--- src/rtl/loc_timer_pkg.sv ---
package loc_timer_pkg;
  localparam int DATA_W   = 32;
  localparam int VEC_W    = 8;
  localparam int STAT_BIT = 12;
  localparam int MASK_BIT = 16;
  localparam int PER_BIT  = 17;
  localparam int SHIFT_W  = 3;
  localparam int PRESC_W  = 7;

  localparam int SEL_INIT     = 0;
  localparam int SEL_CUR      = 1;
  localparam int SEL_DIV      = 2;
  localparam int SEL_PEND     = 3;
  localparam int SEL_ENT_BASE = 4;

  // split code {b3,b1,b0} plus one, wrapping in three bits
  function automatic logic [SHIFT_W-1:0] div_shift(input logic [3:0] cfg);
    logic [SHIFT_W-1:0] code;
    code = {cfg[3], cfg[1], cfg[0]};
    return code + 3'd1;
  endfunction

  function automatic logic [PRESC_W-1:0] presc_last(input logic [SHIFT_W-1:0] sh);
    return (PRESC_W'(1) << sh) - PRESC_W'(1);
  endfunction

  function automatic logic [DATA_W-1:0] entry_keep(input bit timer_entry);
    logic [DATA_W-1:0] m;
    m = '0;
    m[VEC_W-1:0] = '1;
    m[STAT_BIT]  = 1'b1;
    m[MASK_BIT]  = 1'b1;
    if (timer_entry) m[PER_BIT] = 1'b1;
    else             m[10:8]    = 3'b111;
    return m;
  endfunction
endpackage

--- src/rtl/lt_prescaler.sv ---
module lt_prescaler
  import loc_timer_pkg::*;
(
  input  logic               clk,
  input  logic               rst_n,
  input  logic               restart,
  input  logic [SHIFT_W-1:0] shift,
  output logic               tick
);
  logic [PRESC_W-1:0] phase;

  assign tick = (phase == presc_last(shift));

  always_ff @(posedge clk) begin
    if (!rst_n)                phase <= '0;
    else if (restart || tick)  phase <= '0;
    else                       phase <= phase + 1'b1;
  end

  // after a restart the phase is fresh; a tick follows only for divide-by-1
  a_r11_phase_fresh: assert property (@(posedge clk) disable iff (!rst_n)
    restart |=> (tick == (shift == '0)));
endmodule

--- src/rtl/lt_downcount.sv ---
module lt_downcount #(
  parameter int W = 32
) (
  input  logic         clk,
  input  logic         rst_n,
  input  logic         load,
  input  logic [W-1:0] load_val,
  input  logic         tick,
  input  logic         periodic,
  output logic [W-1:0] cur,
  output logic [W-1:0] init_q,
  output logic         expire
);
  localparam logic [W-1:0] ONE = W'(1);

  assign expire = tick && !load && (cur == ONE);

  always_ff @(posedge clk) begin
    if (!rst_n) begin
      cur    <= '0;
      init_q <= '0;
    end else if (load) begin
      cur    <= load_val;
      init_q <= load_val;
    end else if (tick && cur != '0) begin
      if (cur == ONE) cur <= periodic ? init_q : '0;
      else            cur <= cur - 1'b1;
    end
  end

  a_r2_moves_on_tick: assert property (@(posedge clk) disable iff (!rst_n)
    (!tick && !load) |=> $stable(cur));
  a_r5_parked_at_zero: assert property (@(posedge clk) disable iff (!rst_n)
    (cur == '0 && !load) |=> cur == '0);
  a_r3_load_value: assert property (@(posedge clk) disable iff (!rst_n)
    load |=> cur == $past(load_val));
  a_r6_reload: assert property (@(posedge clk) disable iff (!rst_n)
    (expire && periodic) |=> cur == init_q);
endmodule

--- src/rtl/lt_pending.sv ---
module lt_pending #(
  parameter int W = 8
) (
  input  logic         clk,
  input  logic         rst_n,
  input  logic         inc,
  input  logic         req,
  input  logic         gate,
  input  logic         clr,
  output logic [W-1:0] cnt,
  output logic         ack
);
  localparam logic [W-1:0] TOP = '1;

  assign ack = req && gate && (cnt != '0);

  always_ff @(posedge clk) begin
    if (!rst_n)                                cnt <= '0;
    else if (clr)                              cnt <= '0;
    else if (inc && !ack && cnt != TOP)        cnt <= cnt + 1'b1;
    else if (!inc && ack)                      cnt <= cnt - 1'b1;
  end

  a_r8_hold_at_top: assert property (@(posedge clk) disable iff (!rst_n)
    (cnt == TOP && !ack && !clr) |=> cnt == TOP);
  a_r7_one_per_grant: assert property (@(posedge clk) disable iff (!rst_n)
    (ack && !inc && !clr) |=> cnt == $past(cnt) - 1'b1);
  a_r6_one_per_expiry: assert property (@(posedge clk) disable iff (!rst_n)
    (inc && !ack && !clr && cnt != TOP) |=> cnt == $past(cnt) + 1'b1);
endmodule

--- src/rtl/lt_entry_bank.sv ---
module lt_entry_bank
  import loc_timer_pkg::*;
#(
  parameter int N = 6
) (
  input  logic                        clk,
  input  logic                        rst_n,
  input  logic                        en,
  input  logic [N-1:0]                wr_hit,
  input  logic [DATA_W-1:0]           wr_val,
  output logic [N-1:0][DATA_W-1:0]    ent
);
  localparam logic [DATA_W-1:0] MASK_ONE = DATA_W'(1) << MASK_BIT;

  for (genvar g = 0; g < N; g++) begin : g_ent
    localparam logic [DATA_W-1:0] KEEP = entry_keep(g == 0);
    logic [DATA_W-1:0] q;

    always_ff @(posedge clk) begin
      if (!rst_n)          q <= MASK_ONE;
      else if (!en)        q <= (wr_hit[g] ? (wr_val & KEEP) : q) | MASK_ONE;
      else if (wr_hit[g])  q <= wr_val & KEEP;
    end

    assign ent[g] = q;

    a_r9_forced_mask: assert property (@(posedge clk) disable iff (!rst_n)
      !en |=> q[MASK_BIT]);
    a_r10_kept_bits: assert property (@(posedge clk) disable iff (!rst_n)
      wr_hit[g] |=> (q & ~KEEP) == '0);
  end
endmodule

--- src/rtl/loc_timer.sv ---
module loc_timer
  import loc_timer_pkg::*;
#(
  parameter int CNT_W  = 32,
  parameter int PEND_W = 8,
  parameter int N_ENT  = 6,
  parameter int SEL_W  = 4
) (
  input  logic              clk,
  input  logic              rst_n,
  input  logic              sw_en,
  input  logic              wr_en,
  input  logic [SEL_W-1:0]  wr_sel,
  input  logic [DATA_W-1:0] wr_data,
  input  logic [SEL_W-1:0]  rd_sel,
  output logic [DATA_W-1:0] rd_data,
  input  logic              cons_req,
  output logic              cons_ack,
  output logic [VEC_W-1:0]  cons_vec
);
  logic                          init_wr, div_wr, tick, expire, periodic, unmasked, pend_clr;
  logic [3:0]                    div_q;
  logic [SHIFT_W-1:0]            shift;
  logic [CNT_W-1:0]              cur, init_q;
  logic [PEND_W-1:0]             pend;
  logic [N_ENT-1:0]              ent_hit;
  logic [N_ENT-1:0][DATA_W-1:0]  ent;

  assign init_wr = wr_en && (wr_sel == SEL_W'(SEL_INIT));
  assign div_wr  = wr_en && (wr_sel == SEL_W'(SEL_DIV));

  for (genvar g = 0; g < N_ENT; g++) begin : g_hit
    assign ent_hit[g] = wr_en && (wr_sel == SEL_W'(SEL_ENT_BASE + g));
  end

  always_ff @(posedge clk) begin
    if (!rst_n)      div_q <= '0;
    else if (div_wr) div_q <= {wr_data[3], 1'b0, wr_data[1:0]};
  end

  assign shift    = div_shift(div_q);
  assign periodic = ent[0][PER_BIT];
  assign unmasked = !ent[0][MASK_BIT];
  assign pend_clr = init_wr || !sw_en;
  assign cons_vec = ent[0][VEC_W-1:0];

  lt_prescaler u_presc (
    .clk(clk), .rst_n(rst_n), .restart(init_wr || div_wr), .shift(shift), .tick(tick)
  );

  lt_downcount #(.W(CNT_W)) u_count (
    .clk(clk), .rst_n(rst_n), .load(init_wr), .load_val(wr_data[CNT_W-1:0]),
    .tick(tick), .periodic(periodic), .cur(cur), .init_q(init_q), .expire(expire)
  );

  lt_pending #(.W(PEND_W)) u_pend (
    .clk(clk), .rst_n(rst_n), .inc(expire), .req(cons_req), .gate(unmasked),
    .clr(pend_clr), .cnt(pend), .ack(cons_ack)
  );

  lt_entry_bank #(.N(N_ENT)) u_bank (
    .clk(clk), .rst_n(rst_n), .en(sw_en), .wr_hit(ent_hit), .wr_val(wr_data), .ent(ent)
  );

  always_comb begin
    rd_data = '0;
    if (rd_sel == SEL_W'(SEL_INIT))      rd_data = DATA_W'(init_q);
    else if (rd_sel == SEL_W'(SEL_CUR))  rd_data = DATA_W'(cur);
    else if (rd_sel == SEL_W'(SEL_DIV))  rd_data = DATA_W'(div_q);
    else if (rd_sel == SEL_W'(SEL_PEND)) rd_data = DATA_W'(pend);
    else begin
      for (int i = 0; i < N_ENT; i++)
        if (rd_sel == SEL_W'(SEL_ENT_BASE + i)) rd_data = ent[i];
    end
  end

  a_r7_grant_needs_unmask: assert property (@(posedge clk) disable iff (!rst_n)
    cons_ack |-> (!ent[0][MASK_BIT] && pend != '0));
  a_r9_pend_zero_off: assert property (@(posedge clk) disable iff (!rst_n)
    !sw_en |=> pend == '0);
  a_r4_idle_no_expiry: assert property (@(posedge clk) disable iff (!rst_n)
    (init_wr && wr_data[CNT_W-1:0] == '0) |=> !expire);
endmodule

--- config.mk ---
export PLATFORM = sky130hd
export DESIGN_NAME = loc_timer
export DESIGN_NICKNAME = d
export VERILOG_FILES = /design/src/rtl/loc_timer_pkg.sv /design/src/rtl/lt_prescaler.sv /design/src/rtl/lt_downcount.sv /design/src/rtl/lt_pending.sv /design/src/rtl/lt_entry_bank.sv /design/src/rtl/loc_timer.sv
export SDC_FILE = /design/constraint.sdc
export NUM_CORES = 1
export LEC_CHECK = 0
export ABC_AREA = 1
export BUFFER_PORTS_ARGS = -buffer_cell sky130_fd_sc_hd__buf_4
export CORE_UTILIZATION = 45
export CTS_CLUSTER_SIZE = 40
export DETAILED_ROUTE_END_ITERATION = 12
export GPL_ROUTABILITY_DRIVEN = 0
export PLACE_DENSITY = 0.67
export SYNTH_ARGS = -nofsm -noshare
export SYNTH_HDL_FRONTEND = slang
export SYNTH_HIERARCHICAL = 1
export SYNTH_SLANG_ARGS = --single-unit
export TNS_END_PERCENT = 50
--- constraint.sdc ---
create_clock -name clk -period 5.2 [get_ports clk]
set_input_delay 0.78 -clock clk [delete_from_list [all_inputs] [get_ports clk]]
set_output_delay 0.78 -clock clk [all_outputs]
set_load 0.1 [all_outputs]
==> impl_metrics.csv <==
group,metric,value,unit
power_and_ir_drop,cellPowerDensity,325.3,nW/um2
detailed_routing,ant_nets,0,
detailed_routing,via_per_inst,4.829,
power_and_ir_drop,ir_drop,0.0002045,V
critical_path,max_stage_delay,0.51,ns
placed_design,portBuffers,85,
placed_design,place_area,11230,um2
timing,slew_viol_final,0,
global_route,grt_pass1_vias,9726,
global_route,grt_overflow,0,
power_and_ir_drop,internal_power,0.002413,W
timing,worst_slew_pin_slew,1.245,ns
final_layout,finalNetCount,1961,
final_layout,n_antenna_cell,0,
final_layout,syn2layout_area_growth,7.248,%
critical_path,path_buf_inv,3,
power_and_ir_drop,seqPwrFrac,0.360,
global_route,grtUsageTotal,0.2489,
timing,rsz0062_at_grt,"no",
synthesis,syn_area,11030,um2
final_layout,multi_input_area,6367,um2
detailed_routing,drt-pass1-iter-count,6,
global_route,antenna_found_initial,0,
clock_tree,clock_sinks,158,
timing,tns,0,ns
critical_path,crit_type,"reg2reg",
power_and_ir_drop,share_comb_of_total_power,0.304,
final_layout,final_util,0.4981,
critical_path,worstPathCellList,"ha_1 > xor2_1 > nand2_1 > nand3_1 > nand2_1 > nor2_1 > nand3_1 > inv_1 > inv_1 > nor3_1 > inv_1 > a21oi_1 > nand2_2 > ha_1 > a21oi_1 > nand2_1 > a21oi_1 > nand2_1 > a21oi_1 > nor2_1",
run,cap_violations,0,
synthesis,syn_inst,1864,
critical_path,critical_path.top_delay_family,"simple AND/OR/NAND/NOR gates",
detailed_routing,drtIter0Drc,729,
placed_design,place_hpwl,21260,um
timing,maxSlewHeadroom,0.1691,
clock_tree,ctsResizeCount,0,
global_route,grt_pass1_wl,48870,um
detailed_routing,remaining_drc_errors,0,
final_layout,postLayoutCellArea,11830,um2
global_route,grt_max_degree,57,
final_layout,seqCellArea,3163,um2
clock_tree,path_clk_slew,0.06,ns
die,die_area,25140,um2
timing,fmax,260.8,MHz
final_layout,drive_gt1_frac,0.09238,
die,coreArea,23750,um2
power_and_ir_drop,leakagePower,5.820,nW
clock_tree,cts_buffer_depth,2,
critical_path,crit_path_end_kind,"flip-flop",
hold_path,hold_class,"reg2reg",
critical_path,r2r_cells,20,
critical_path,cp_max_fo,9,
critical_path,worst-r2r-setup-slack,1.37,ns
synthesis,syn_area_per_cell,5.918,um2
final_layout,n_fill_cell,2515,
clock_tree,cts_tree,"built",
timing,period_share,0.7375,
critical_path,start_kind,"flip-flop",
clock_tree,hold_buffers,0,
detailed_routing,vias,10790,
detailed_routing,drt-wirelength-per-cell,13.53,um
synthesis,synth_warnings,6,
die,dieWidth,158.6,um
synthesis,ys_ff_latch,158,
timing,setup_violations,0,
synthesis,synth_cell_type_count,33,
outcome,status,"complete, no violations",
synthesis,seq_area_frac_synth,0.2868,
die,fp.dieH,158.6,um
timing,hold_viol,0,
die,initial_core_util,0.4644,
critical_path,crit_start,"div_q[0]",
critical_path,critical_path.endpoint,"u_pend/cnt[7]",
clock_tree,htreeDepth,4,
critical_path,crit_cells,20,
critical_path,arrival,4.15,ns
die,io_pins,86,
clock_tree,insertion_delay,0.42,ns
power_and_ir_drop,p_switching,0.001435,W
clock_tree,ctsRootBufferMaster,"clkbuf_16",
timing,finalCriticalPeriod,3.835,ns
timing,fin_skew,0.009874,ns
power_and_ir_drop,clock_power_share,0.336,
critical_path,r2r_end,"u_pend/cnt[7]",
critical_path,cp.required,5.51,ns
power_and_ir_drop,switching_share,0.3728,
clock_tree,post_cts_buffers,0,
critical_path,rr_startpoint,"div_q[0]",
critical_path,crit_slowest_cell,"xor2_1",
detailed_routing,routed_wl,30240,um
die,rows,56,
clock_tree,cts_buffers,17,
state kept, by name, indices dropped and copies added (netlist names):
register / cells
u_pend/cnt: 8
u_count/cur: 32
u_count/init_q: 32
div_q: 3
u_presc/phase: 7
u_bank/g_ent.q: 76
synth_stat cells (all sizes together):
cell type | number | share of area
nand2 | 656 | 0.23
nor2 | 326 | 0.12
buf | 170 | 0.12
dfxtp | 158 | 0.29
inv | 149 | 0.051
nand3 | 128 | 0.059
o21ai | 94 | 0.043
a21oi | 91 | 0.041
clkbuf | 22 | 0.0075
ha | 11 | 0.012
nand4 | 10 | 0.0057
or2 | 10 | 0.0057
xor2 | 10 | 0.0079
xnor2 | 8 | 0.0064
nand3b | 7 | 0.0048
nor3 | 7 | 0.0032
o21bai | 4 | 0.0027
a31oi | 1 | 0.00057
conb | 1 | 0.00034
fa | 1 | 0.0018
layout make-up:
type	instances	area share
Sequential cell	158	0.2674
Tap cell	319	0.03374
Multi-Input combinational cell	1480	0.5382
Inverter	149	0.04749
Clock inverter	7	0.008567
Clock buffer	24	0.04241
Timing Repair Buffer	98	0.06219
layout by cell type, fill, tap and decap left out, types with 9 or more instances in the layout:
cell,count
conb_1,116
dfxtp_1,158
o21ai_1,15
xor2_1,10
o21ai_0,79
nand2_1,646
clkbuf_16,17
nand4_1,10
inv_1,140
nor2_2,16
nand3_1,126
a21oi_1,91
nand2_2,9
nor2_1,306
buf_4,98
ha_1,11
power by group through the flow:
| stage | sequential (W) | combinational (W) | clock, W |
|---|---|---|---|
| 3_5_place_dp | 0.00141 | 0.00114 | 0 |
| 4_1_cts | 0.00138 | 0.00115 | 0.00132 |
| 3_3_place_gp | 0.00141 | 0.00113 | 0 |
| 2_1_floorplan | 0.00138 | 0.000962 | 0 |
| 5_1_grt | 0.00140 | 0.00131 | 0.00136 |
| 6_report | 0.00139 | 0.00117 | 0.00129 |
logic make-up (layout without fill, tap and decap cells):
group | Yosys count | in the layout | synth area share
simple gates | 1144 | 1144 | 0.4192
buf+inv | 341 | 278 | 0.1779
compound gates | 190 | 190 | 0.08723
flops | 158 | 158 | 0.2868
xor+xnor | 18 | 18 | 0.01429
fa+ha+maj | 12 | 12 | 0.01429
other cells | 1 | 116 | 0.0003400
worst reg2reg max path, cell delays in order (launching register included):
cell,delay [ns]
dfxtp_1,0.32
ha_1,0.20
xor2_1,0.51
nand2_1,0.18
nand3_1,0.12
nand2_1,0.05
nor2_1,0.09
nand3_1,0.11
inv_1,0.12
inv_1,0.06
nor3_1,0.34
inv_1,0.11
a21oi_1,0.17
nand2_2,0.19
ha_1,0.40
a21oi_1,0.18
nand2_1,0.14
a21oi_1,0.15
nand2_1,0.08
a21oi_1,0.14
nor2_1,0.05
stage by stage:
stage | setup slack [ns] | hold WS, ns | cells | total power (W)
after detailed placement | 1.394 | 0.4576 | 2204 | 0.002552
after global routing | 0.9762 | 0.4894 | 2235 | 0.004070
after CTS | 1.367 | 0.4665 | 2235 | 0.003850
after floorplan | 2.085 | 0.4414 | 1979 | 0.002346
after global placement | 1.508 | 0.4498 | 2204 | 0.002537
final | 1.365 | 0.4691 | 2235 | 0.003848
worst min-delay path by stage:
stage / start / end / depth (start not counted)
floorplan: u_presc/phase[0] / u_presc/phase[0] / 1
global placement: u_bank/g_ent[4].q[7] / u_bank/g_ent[4].q[7] / 2
detailed placement: u_bank/g_ent[4].q[5] / u_bank/g_ent[4].q[5] / 2
CTS: u_bank/g_ent[4].q[5] / u_bank/g_ent[4].q[5] / 2
global route: u_bank/g_ent[4].q[2] / u_bank/g_ent[4].q[2] / 2
finish: u_bank/g_ent[4].q[2] / u_bank/g_ent[4].q[2] / 2
routing by layer:
| layer | share of wire | vias up | wire [um] | track usage |
|---|---|---|---|---|
| li1 | - | 5618 | - | - |
| met1 | 0.47 | 4856 | 14230 | 0.3315 |
| met2 | 0.45 | 285 | 13730 | 0.4140 |
| met3 | 0.052 | 34 | 1573 | 0.03021 |
| met4 | 0.023 | 0 | 704 | 0.08516 |
| met5 | 0 | - | 0 | 0 |
Power figures use the tool's default switching activity.
